===== src/rtl/x86_pfx_pkg.sv =====
package x86_pfx_pkg;

  typedef enum logic [2:0] {
    SEG_NONE = 3'd0,
    SEG_ES   = 3'd1,
    SEG_CS   = 3'd2,
    SEG_SS   = 3'd3,
    SEG_DS   = 3'd4,
    SEG_FS   = 3'd5,
    SEG_GS   = 3'd6
  } seg_e;

  typedef enum logic [1:0] {
    SZ16 = 2'd0,
    SZ32 = 2'd1,
    SZ64 = 2'd2
  } size_e;

  typedef struct packed {
    logic is_pfx;
    logic is_rex;
    logic is_lock;
    logic is_opsz;
    logic is_adsz;
    seg_e seg;
  } byte_cls_t;

endpackage


===== src/rtl/x86_pfx_byte_cls.sv =====
module x86_pfx_byte_cls
  import x86_pfx_pkg::*;
(
  input  logic [7:0] byte_i,
  input  logic       mode64_i,
  output byte_cls_t  cls_o
);

  always_comb begin
    cls_o = '{is_pfx: 1'b0, is_rex: 1'b0, is_lock: 1'b0, is_opsz: 1'b0,
              is_adsz: 1'b0, seg: SEG_NONE};
    unique case (byte_i)
      8'hF0: begin cls_o.is_pfx = 1'b1; cls_o.is_lock = 1'b1; end
      8'hF2, 8'hF3: cls_o.is_pfx = 1'b1;
      8'h26: begin cls_o.is_pfx = 1'b1; cls_o.seg = SEG_ES; end
      8'h2E: begin cls_o.is_pfx = 1'b1; cls_o.seg = SEG_CS; end
      8'h36: begin cls_o.is_pfx = 1'b1; cls_o.seg = SEG_SS; end
      8'h3E: begin cls_o.is_pfx = 1'b1; cls_o.seg = SEG_DS; end
      8'h64: begin cls_o.is_pfx = 1'b1; cls_o.seg = SEG_FS; end
      8'h65: begin cls_o.is_pfx = 1'b1; cls_o.seg = SEG_GS; end
      8'h66: begin cls_o.is_pfx = 1'b1; cls_o.is_opsz = 1'b1; end
      8'h67: begin cls_o.is_pfx = 1'b1; cls_o.is_adsz = 1'b1; end
      default: begin
        // 40h..4Fh: REX in 64-bit code, one-byte INC/DEC opcodes otherwise
        if (mode64_i && (byte_i[7:4] == 4'h4)) begin
          cls_o.is_pfx = 1'b1;
          cls_o.is_rex = 1'b1;
        end
      end
    endcase
  end

endmodule


===== src/rtl/x86_pfx_span.sv =====
module x86_pfx_span #(
  parameter int N  = 15,
  parameter int CW = $clog2(N + 1)
) (
  input  logic [N-1:0]  pfx_vec_i,
  output logic [CW-1:0] count_o,
  output logic          full_o
);

  logic found;

  always_comb begin
    count_o = CW'(N);
    found   = 1'b0;
    for (int i = 0; i < N; i++) begin
      if (!found && !pfx_vec_i[i]) begin
        count_o = CW'(i);
        found   = 1'b1;
      end
    end
    full_o = &pfx_vec_i;
  end

endmodule


===== src/rtl/x86_pfx_attr.sv =====
module x86_pfx_attr
  import x86_pfx_pkg::*;
#(
  parameter int N  = 15,
  parameter int CW = $clog2(N + 1)
) (
  input  byte_cls_t [N-1:0] cls_i,
  input  logic [8*N-1:0]    win_i,
  input  logic [CW-1:0]     count_i,
  input  logic              mode64_i,
  output size_e             op_size_o,
  output size_e             addr_size_o,
  output seg_e              seg_o,
  output logic              lock_o,
  output logic              rex_hit_o,
  output logic [3:0]        rex_bits_o
);

  logic any_opsz;
  logic any_adsz;

  always_comb begin
    any_opsz   = 1'b0;
    any_adsz   = 1'b0;
    lock_o     = 1'b0;
    seg_o      = SEG_NONE;
    rex_hit_o  = 1'b0;
    rex_bits_o = 4'h0;
    for (int i = 0; i < N; i++) begin
      if (CW'(i) < count_i) begin
        any_opsz = any_opsz | cls_i[i].is_opsz;
        any_adsz = any_adsz | cls_i[i].is_adsz;
        lock_o   = lock_o | cls_i[i].is_lock;
        if (cls_i[i].seg != SEG_NONE) seg_o = cls_i[i].seg;  // later wins
      end
      // only the prefix in the slot just before the opcode may supply REX
      if ((CW'(i) + CW'(1)) == count_i && cls_i[i].is_rex) begin
        rex_hit_o  = 1'b1;
        rex_bits_o = win_i[8*i +: 4];
      end
    end

    if (rex_hit_o && rex_bits_o[3]) op_size_o = SZ64;
    else if (any_opsz)              op_size_o = SZ16;
    else                            op_size_o = SZ32;

    if (mode64_i) addr_size_o = any_adsz ? SZ32 : SZ64;
    else          addr_size_o = any_adsz ? SZ16 : SZ32;
  end

endmodule


===== src/rtl/x86_pfx_scan.sv =====
module x86_pfx_scan
  import x86_pfx_pkg::*;
#(
  parameter int MAX_LEN = 15,
  parameter int CW      = $clog2(MAX_LEN + 1)
) (
  input  logic                 clk,
  input  logic                 rst_n,
  input  logic                 in_valid,
  input  logic                 mode64,
  input  logic [8*MAX_LEN-1:0] win_bytes,
  output logic                 out_done,
  output logic [CW-1:0]        pfx_count,
  output logic [CW-1:0]        opc_pos,
  output logic [1:0]           op_size,
  output logic [1:0]           addr_size,
  output logic                 rex_hit,
  output logic                 rex_w,
  output logic                 rex_r,
  output logic                 rex_x,
  output logic                 rex_b,
  output logic [2:0]           seg_ovr,
  output logic                 lock_seen,
  output logic                 len_fault
);

  typedef struct packed {
    logic [CW-1:0] count;
    size_e         opsz;
    size_e         adsz;
    seg_e          seg;
    logic          lock;
    logic          rex_hit;
    logic [3:0]    rex;
    logic          fault;
  } res_t;

  // reset: asserted asynchronously, released on a clock edge
  logic [1:0] rst_sync_q;
  logic       rst_ok;

  always_ff @(posedge clk or negedge rst_n) begin
    if (!rst_n) rst_sync_q <= 2'b00;
    else        rst_sync_q <= {rst_sync_q[0], 1'b1};
  end
  assign rst_ok = rst_sync_q[1];

  // per-byte classification
  byte_cls_t [MAX_LEN-1:0] cls_vec;
  logic      [MAX_LEN-1:0] pfx_vec;

  for (genvar g = 0; g < MAX_LEN; g++) begin : g_cls
    x86_pfx_byte_cls u_cls (
      .byte_i   (win_bytes[8*g +: 8]),
      .mode64_i (mode64),
      .cls_o    (cls_vec[g])
    );
    assign pfx_vec[g] = cls_vec[g].is_pfx;
  end

  logic [CW-1:0] span_cnt;
  logic          span_full;

  x86_pfx_span #(.N(MAX_LEN), .CW(CW)) u_span (
    .pfx_vec_i (pfx_vec),
    .count_o   (span_cnt),
    .full_o    (span_full)
  );

  size_e      a_opsz, a_adsz;
  seg_e       a_seg;
  logic       a_lock, a_rex_hit;
  logic [3:0] a_rex;

  x86_pfx_attr #(.N(MAX_LEN), .CW(CW)) u_attr (
    .cls_i       (cls_vec),
    .win_i       (win_bytes),
    .count_i     (span_cnt),
    .mode64_i    (mode64),
    .op_size_o   (a_opsz),
    .addr_size_o (a_adsz),
    .seg_o       (a_seg),
    .lock_o      (a_lock),
    .rex_hit_o   (a_rex_hit),
    .rex_bits_o  (a_rex)
  );

  // next state
  res_t res_d, res_q;
  logic done_d, done_q;

  always_comb begin
    res_d  = res_q;
    done_d = in_valid;
    if (in_valid) begin
      res_d.count   = span_cnt;
      res_d.opsz    = a_opsz;
      res_d.adsz    = a_adsz;
      res_d.seg     = a_seg;
      res_d.lock    = a_lock;
      res_d.rex_hit = a_rex_hit;
      res_d.rex     = a_rex;
      res_d.fault   = span_full;
    end
  end

  // registers
  always_ff @(posedge clk or negedge rst_ok) begin
    if (!rst_ok) begin
      done_q <= 1'b0;
      res_q  <= '{count: '0, opsz: SZ32, adsz: SZ32, seg: SEG_NONE,
                  lock: 1'b0, rex_hit: 1'b0, rex: 4'h0, fault: 1'b0};
    end else begin
      done_q <= done_d;
      res_q  <= res_d;
    end
  end

  assign out_done  = done_q;
  assign pfx_count = res_q.count;
  assign opc_pos   = res_q.count;
  assign op_size   = res_q.opsz;
  assign addr_size = res_q.adsz;
  assign seg_ovr   = res_q.seg;
  assign lock_seen = res_q.lock;
  assign rex_hit   = res_q.rex_hit;
  assign rex_w     = res_q.rex[3];
  assign rex_r     = res_q.rex[2];
  assign rex_x     = res_q.rex[1];
  assign rex_b     = res_q.rex[0];
  assign len_fault = res_q.fault;

  // done strobe follows acceptance by one cycle
  p_done_follow_r1: assert property (@(posedge clk) disable iff (!rst_ok)
    in_valid |=> out_done);
  p_done_quiet_r1: assert property (@(posedge clk) disable iff (!rst_ok)
    !in_valid |=> !out_done);
  // results hold while nothing is accepted
  p_hold_r10: assert property (@(posedge clk) disable iff (!rst_ok)
    !in_valid |=> $stable(pfx_count) && $stable(seg_ovr) && $stable(op_size)
                  && $stable(addr_size) && $stable(lock_seen) && $stable(rex_hit)
                  && $stable(len_fault));
  // no REX effect in 32-bit code
  p_no_rex32_r3: assert property (@(posedge clk) disable iff (!rst_ok)
    (in_valid && !mode64) |=> !rex_hit);
  // 32-bit code never reports 64-bit addressing, 64-bit code never 16-bit
  p_adsz32_r6: assert property (@(posedge clk) disable iff (!rst_ok)
    (in_valid && !mode64) |=> addr_size != 2'd2);
  p_adsz64_r6: assert property (@(posedge clk) disable iff (!rst_ok)
    (in_valid && mode64) |=> addr_size != 2'd0);
  // 64-bit operands only through an effective REX.W
  p_opsz64_r5: assert property (@(posedge clk) disable iff (!rst_ok)
    (op_size == 2'd2) |-> (rex_hit && rex_w));
  // REX fields are zero when no REX is in force
  p_rex_zero_r4: assert property (@(posedge clk) disable iff (!rst_ok)
    !rex_hit |-> !(rex_w || rex_r || rex_x || rex_b));
  // a length fault means the whole window was prefixes
  p_fault_full_r9: assert property (@(posedge clk) disable iff (!rst_ok)
    len_fault |-> (pfx_count == CW'(MAX_LEN)));

endmodule


===== config.mk =====
export PLATFORM = sky130hd
export DESIGN_NAME = x86_pfx_scan
export DESIGN_NICKNAME = d
export VERILOG_FILES = /design/src/rtl/x86_pfx_pkg.sv /design/src/rtl/x86_pfx_byte_cls.sv /design/src/rtl/x86_pfx_span.sv /design/src/rtl/x86_pfx_attr.sv /design/src/rtl/x86_pfx_scan.sv
export SDC_FILE = /design/constraint.sdc
export NUM_CORES = 1
export LEC_CHECK = 0
export BUFFER_PORTS_ARGS = -buffer_cell sky130_fd_sc_hd__buf_2
export CORE_AREA = 2 2 101 103
export CTS_BUF_LIST = sky130_fd_sc_hd__clkbuf_4
export DETAILED_ROUTE_END_ITERATION = 6
export DIE_AREA = 0 0 103 105
export GPL_ROUTABILITY_DRIVEN = 1
export PLACE_DENSITY_LB_ADDON = 0.12
export SYNTH_ARGS = -nofsm -noshare
export SYNTH_HDL_FRONTEND = slang
export SYNTH_SLANG_ARGS = --single-unit

===== constraint.sdc =====
create_clock -name clk -period 0.82 [get_ports clk]
set_input_delay 0.082 -clock clk [delete_from_list [all_inputs] [get_ports clk]]
set_output_delay 0.082 -clock clk [all_outputs]
set_load 0.005 [all_outputs]

==> metrics.md, run 1 <==
| Metric | Value |
|---|---|
| Halt Stage | `clock tree synthesis (4_1_cts)` |
| Height of the die | `105 microns` |
| Leading area contributor after synthesis | `dfrtp_1` |
| Hold Buf Count CTS | `1` |
| DP HPWL | `between 20 and 30 mm` |
| Error | `[ERROR DPL-0038] Utilization greater than 100%, impossible to legalize` |
| Number of synthesized register bits | `21` |
| Setup bufs post-CTS | `37` |
| Synthesized area per cell | `6.99 sq um` |
| Top area cells in the synthesized netlist | `dfrtp_1 (9.0%), nor2_1 (5.7%), nand2_1 (3.8%)` |
| Cell Rows | `36` |
| I/O pins | `147` |
| H-tree levels | `1` |
| Cells after Synth | `756` |
| Gpl congestion | `1.29` |
| Syn nets | `881` |
| Synth Cell Area | `about 5300 sq um` |
| Sequential area share after synthesis | `9.99%` |
| Outcome | `did not finish` |
| Sink Count | `21` |
| Placed cell areas | `8990 sq um` |
| Syn. warnings | `0` |
| Synth Flop Type | `dfrtp_1` |
| Share of flip-flops with an asynchronous set or reset | `100%` |
| Initial core utilization | `54.9%` |
| Chip Width | `103 microns` |
| Post-synth EDFFs | `0` |
| # resized after CTS | `159` |
| Root Buffer | `clkbuf_4` |
| CTS Buffer Depth | `2` |
| Netlist cell types | `95` |
| Num CTS Buffers | `3` |
| Area share of the largest cell type after synthesis | `8.99%` |
| Cell count after placement | `1377` |
| Port buffer count | `146` |
## metrics by stage
stage	worst slack [ns]	TNS (ns)	util [%]	hold slack, ns
2_1_floorplan	-2.20	-31.84	-	-0.214
3_3_place_gp	-2.45	-37.62	93.3	-0.132
3_5_place_dp	-2.65	-40.93	93.3	-0.128
## cell families after synthesis
| kind of cell | share of synthesized area (%) |
|---|---|
| compound gates | 32.7 |
| xor+xnor | 2.15 |
| fa+ha+maj | 0.237 |
| buf+inv | 5.09 |
| flops | 9.99 |
| mux | 1.63 |
| other cells | 0.0709 |
| simple gates | 48.1 |
## synthesized netlist by cell type (9+ instances only)
cell type	instances
nand2_1	54
nor3_1	33
nand4b_1	12
inv_1	25
nand4_1	23
nor4_1	32
nand3b_1	11
xor2_1	11
a211oi_1	9
o21ai_0	25
o22ai_1	9
nor4_2	11
clkbuf_1	20
or4_1	10
nand2b_1	21
a31oi_1	27
a22oi_1	17
a21oi_1	27
nor2b_1	25
nor2_1	80
and3_1	15
nand3_1	26
or3_1	11
dfrtp_1	19
==> run 2: changes to the inputs <==
- CORE_AREA: 2 2 101 103 -> 2 2 118 120
- CTS_BUF_LIST: sky130_fd_sc_hd__clkbuf_4 -> not set
- DIE_AREA: 0 0 103 105 -> 0 0 120 122
- PLACE_DENSITY_LB_ADDON: 0.12 -> 0.15
==> run 2 against run 1 <==
The flow now finishes, with violations (setup timing). Area after synthesis is the same. Synthesized cell count unchanged.
==> metrics.md, run 2 <==
| Metric | Value |
|---|---|
| Outcome | `finished with violations (was did not finish)` |
| Failing checks | `setup timing` |
| Tmin final | `slightly above 3 ns` |
| Setup slack after layout | `-2.29 ns` |
| Routed len/inst | `20.6 microns` |
| CP Class | `in2reg` |
| Syn nets | `881 (unchanged)` |
| Comb pwr share | `around 55%` |
| Synth Cell Area | `5290 sq um (unchanged)` |
| Final nets | `1448` |
| Cell count after placement | `1452 (was 1377)` |
| Post-route total power | `4.94 mW` |
| Initial core utilization | `39.2% (was 54.9%)` |
| Leakage | `between 4 and 5 nW` |
| Maxcap violations | `0` |
| Pre-CTS setup slack | `-2.81 ns (was -2.65 ns)` |
| Finish-stage setup viols | `40` |
| Switching pwr | `around 1.8 mW` |
| Placed cell areas | `9270 sq um (was 8990 sq um)` |
| Hold crit path type | `in2async` |
| Num CTS Buffers | `3 (unchanged)` |
| Commonest non-fill, non-tap cell in the layout | `buf_4` |
| Height of the die | `122 microns (was 105 microns)` |
| Root Buffer | `clkbuf_16 (was clkbuf_4)` |
| Count leader, synth | `nor2_1 (unchanged)` |
| Vias | `approximately 9400` |
| Sequential area share after synthesis | `9.99% (unchanged)` |
| Fmax | `322 MHz` |
| Initial antenna violation count | `0` |
| Post-synth EDFFs | `0 (unchanged)` |
| Share of the clock period used by the worst path | `379%` |
| Worst setup SP type | `input pin` |
| Synth-to-Final Area Change | `103%` |
| Worst path arrival time | `3.25 ns` |
| I/O pins | `147 (unchanged)` |
| Sw Ratio | `35.9%` |
| Antenna-violating nets left | `0` |
| Fin area | `~11000 sq um` |
| CTS tree | `yes` |
| Leading area contributor after synthesis | `dfrtp_1 (unchanged)` |
| Clk_skew | `~0.0018 ns` |
| Clock latency on the worst-skew pair | `0.25 ns` |
| Diode count | `0` |
| Share of flip-flops with an asynchronous set or reset | `100% (unchanged)` |
| Max-slew violations | `0` |
| Cell Rows | `43 (was 36)` |
| Tightest Pin Transition | `about 0.63 ns` |
| CTS Buffer Depth | `2 (unchanged)` |
| H-tree levels | `1 (unchanged)` |
| Layout cells sized above 1 | `56.4%` |
| Normalized max-slew margin | `between 50 and 60%` |
| WP data required | `0.96 ns` |
| RSZ-0062 raised after global routing | `yes` |
| Syn. warnings | `0 (unchanged)` |
| Die ar. | `14600 sq um` |
| Netlist cell types | `95 (unchanged)` |
| FF-to-FF setup slack | `-0.19 ns` |
| Core box area | `13500 sq um` |
| Most frequent cells in the layout | `buf_4 (407), buf_2 (128), nor2_1 (66), buf_6 (52), nand2_1 (50)` |
| CP max FO | `3` |
| Number of synthesized register bits | `21 (unchanged)` |
| DR vias/cell | `6.29` |
| Port buffer count | `146 (unchanged)` |
| Gpl congestion | `1.08 (was 1.29)` |
| Synth Flop Type | `dfrtp_1 (unchanged)` |
| Cells after Synth | `756 (unchanged)` |
| Gr usage total | `38.5%` |
| Chip Width | `120 microns (was 103 microns)` |
| Clock network power share | `around a fifth` |
| Synthesized area per cell | `6.99 sq um (unchanged)` |
| CP Launch Point | `win_bytes[23]` |
| Cell-internal power | `3.17 mW` |
| Number of global-route vias before repair | `8984` |
| Worst reg2reg endpoint | `rex_b$_DFFE_PN0P_` |
| Clock slew at reported path FFs | `0.06 ns` |
| Post-route DRC | `0` |
| Fillcell total | `~970` |
| DP HPWL | `23.3 mm (was 26.9 mm)` |
| Final wirelength | `just over 30 mm` |
| Crit. End Element | `register` |
| Area share of the largest cell type after synthesis | `8.99% (unchanged)` |
| Sink Count | `21 (unchanged)` |
| Fin. Hold Viols | `0` |
| PD cells | `460 nW/um^2` |
| Non-filler instance count after layout | `1502` |
| Worst ir drop on vdd | `0.638 mV` |
| First DRT Iteration DRCs | `1113` |
| Max reg flops | `4` |
| Commonest cells post-synth | `nor2_1 (80), nand2_1 (54), nor3_1 (33), nor4_1 (32) (unchanged)` |
| Top area cells in the synthesized netlist | `dfrtp_1 (9.0%), nor2_1 (5.7%), nand2_1 (3.8%) (unchanged)` |
| Pre-Repair DR Iteration Count | `6` |
| Remaining global-route overflow | `0` |
| Pin count of the biggest net entering global routing | `36` |
| First-pass GRT wire length | `45.2 mm` |
| R2R depth | `4` |
| Reg-to-Reg Start | `rex_b$_DFFE_PN0P_` |
| Seq pwr share | `23.2%` |
==> run 2: area by class of cell <==
class / count / area [sq um] / area share, %
inverters: 25 / 93.8 / 0.875
clock inverters: 1 / 5.00 / 0.0466
well taps: 180 / 225 / 2.10
repair buffers: 598 / 4460 / 41.6
multi-input cells: 674 / 5340 / 49.8
flip-flops and latches: 21 / 528 / 4.92
clock buffers: 3 / 75.1 / 0.700
==> run 2: worst max-delay path by stage <==
stage,endpoint,slack [ns],cells after the start
final,rex_x$_DFFE_PN0P_,-2.29,19
after global routing,rex_x$_DFFE_PN0P_,-2.32,14
after CTS,rex_x$_DFFE_PN0P_,-2.15,14
after detailed placement,seg_ovr[2]$_DFFE_PN0P_,-2.81,14
after global placement,seg_ovr[2]$_DFFE_PN0P_,-2.90,13
after floorplan,addr_size[0]$_DFFE_PN1P_,-2.20,13
==> run 2: worst max-delay path, stage by stage <==
cell,delay [ns]
buf_2,0.12
nand3b_1,0.25
nor3_2,0.20
buf_4,0.15
nor4_2,0.05
buf_4,0.16
buf_12,0.12
a21oi_4,0.14
buf_6,0.13
nor2_4,0.05
a211oi_4,0.30
buf_6,0.17
buf_4,0.12
buf_4,0.10
or3_1,0.14
o311ai_0,0.24
or4b_4,0.56
a21oi_2,0.12
nor2_1,0.05
==> run 2: routing by layer <==
| layer | part of all wire, % | track usage, % | wire length (microns) | up-vias |
|---|---|---|---|---|
| met5 | 0 | 0 | 0 | - |
| met4 | 8.1 | 24.8 | 2490 | 0 |
| met3 | 9.8 | 6.60 | 3010 | 226 |
| met2 | 47 | 67.3 | 14400 | 660 |
| met1 | 35 | 43.4 | 10900 | 4365 |
| li1 | - | - | - | 4192 |
==> run 2: timing repair <==
action | 4_1_cts | 5_1_grt
hold buffers | 1 | 0
setup buffers | 31 | 15
resized for setup | 120 | 85
hold endpoints to repair | 2 | 0
pin swaps | 67 | 41
endpoints found under the setup margin | 40 | 41
==> run 2: power by group through the flow <==
stage | clock network (mW) | registers (mW) | logic, mW
3_3_place_gp | 0 | 1.16 | 2.33
3_5_place_dp | 0 | 1.16 | 2.37
5_1_grt | 1.09 | 1.15 | 2.91
4_1_cts | 1.06 | 1.14 | 2.53
6_report | 1.05 | 1.15 | 2.74
2_1_floorplan | 0 | 1.17 | 0.734
==> run 2: kinds of logic after synthesis <==
logic type               synth area share, %
AO/OA/AOI/OAI                           32.7
XOR/XNOR                                2.15
adder cells (fa/ha/maj)                0.237
buffers and inverters                   5.09
flip-flops                              9.99
multiplexers                            1.63
other                                 0.0709
AND/OR/NAND/NOR                         48.1
==> run 2: per-stage QoR <==
| stage | util (%) | setup TNS [ns] | hold slack [ns] |
|---|---|---|---|
| after CTS | 75.7 | -34.80 | 0.133 |
| after floorplan | - | -31.84 | -0.214 |
| after detailed placement | 68.7 | -40.33 | -0.130 |
| final | 79.4 | -36.67 | 0.143 |
| after global routing | 79.4 | -38.06 | 0.161 |
| after global placement | 68.7 | -40.31 | -0.133 |
Power figures use the tool's default switching activity.
==> run 3: changes to the inputs <==
- CORE_AREA: 2 2 118 120 -> 2 2 106 108
- DIE_AREA: 0 0 120 122 -> 0 0 108 110
==> run 3 against run 2 <==
The run now fails in global routing (5_1_grt). Synthesized cell count is the same. Area after synthesis unchanged.
==> metrics.md, run 3 <==
| Metric | Value |
|---|---|
| Synthesized area per cell | `6.99 sq um (unchanged)` |
| Post-synth EDFFs | `0 (unchanged)` |
| Commonest cells post-synth | `nor2_1 (80), nand2_1 (54), nor3_1 (33), nor4_1 (32) (unchanged)` |
| Syn. warnings | `0 (unchanged)` |
| Root Buffer | `clkbuf_8 (was clkbuf_16)` |
| Halt Stage | `global routing (5_1_grt)` |
| Number of synthesized register bits | `21 (unchanged)` |
| Number of global-route vias before repair | `11800` |
| Leading area contributor after synthesis | `dfrtp_1 (unchanged)` |
| Synth Cell Area | `5290 sq um (unchanged)` |
| Pre-CTS setup slack | `-2.71 ns (was -2.81 ns)` |
| Top area cells in the synthesized netlist | `dfrtp_1 (9.0%), nor2_1 (5.7%), nand2_1 (3.8%) (unchanged)` |
| Cell Rows | `38 (was 43)` |
| CTS Buffer Depth | `2 (unchanged)` |
| First-pass GRT wire length | `68.7 mm` |
| Sink Count | `21 (unchanged)` |
| H-tree levels | `1 (unchanged)` |
| Port buffer count | `146 (unchanged)` |
| Synth Flop Type | `dfrtp_1 (unchanged)` |
| Syn nets | `881 (unchanged)` |
| Cells after Synth | `756 (unchanged)` |
| Num CTS Buffers | `3 (unchanged)` |
| Pin count of the biggest net entering global routing | `36` |
| Placed cell areas | `9070 sq um (was 9270 sq um)` |
| Gr usage total | `76.0%` |
| Chip Width | `108 microns (was 120 microns)` |
| Sequential area share after synthesis | `9.99% (unchanged)` |
| Count leader, synth | `nor2_1 (unchanged)` |
| Netlist cell types | `95 (unchanged)` |
| Remaining global-route overflow | `49` |
| Outcome | `did not finish (was finished with violations)` |
| DP HPWL | `23.4 mm (was 23.3 mm)` |
| I/O pins | `147 (unchanged)` |
| Gpl congestion | `1.18 (was 1.08)` |
| Area share of the largest cell type after synthesis | `8.99% (unchanged)` |
| Share of flip-flops with an asynchronous set or reset | `100% (unchanged)` |
| Initial core utilization | `49.4% (was 39.2%)` |
| Error | `[ERROR GRT-0116] Global routing finished with congestion. Check the congestion regions in the DRC Viewer.` |
| Height of the die | `110 microns (was 122 microns)` |
[run 3: cell counts after synthesis]
Identical to the previous run, type by type.
[run 3: what timing repair did]
action                                 CTS
endpoints found under the hold margin    2
gates resized for setup                108
pin swaps                               34
hold buffers                             1
setup buffers                           26
setup endpoints to repair               41
cloned                                   1
[run 3: kinds of logic after synthesis]
kind of cell / Yosys count / synth area share [%]
other: 1 / 0.0709
adder cells (fa/ha/maj): 1 / 0.237
AO/OA/AOI/OAI: 231 / 32.7
XOR/XNOR: 13 / 2.15
multiplexers: 8 / 1.63
buffers and inverters: 61 / 5.09
AND/OR/NAND/NOR: 420 / 48.1
flip-flops: 21 / 9.99
[run 3: metal layers]
metal	GRT overflow	track usage (%)
met3	0	59.1
met4	17	78.3
met2	32	94.5
met5	0	27.2
met1	0	74.6
[run 3: metrics by stage]
stage / hold slack, ns / TNS, ns / cells / util, %
after floorplan: -0.214 / -31.84 / 756 / -
after detailed placement: -0.124 / -40.96 / 1394 / 84.8
after global placement: -0.134 / -38.47 / 1394 / 84.8
after CTS: 0.128 / -33.75 / 1425 / 92.1
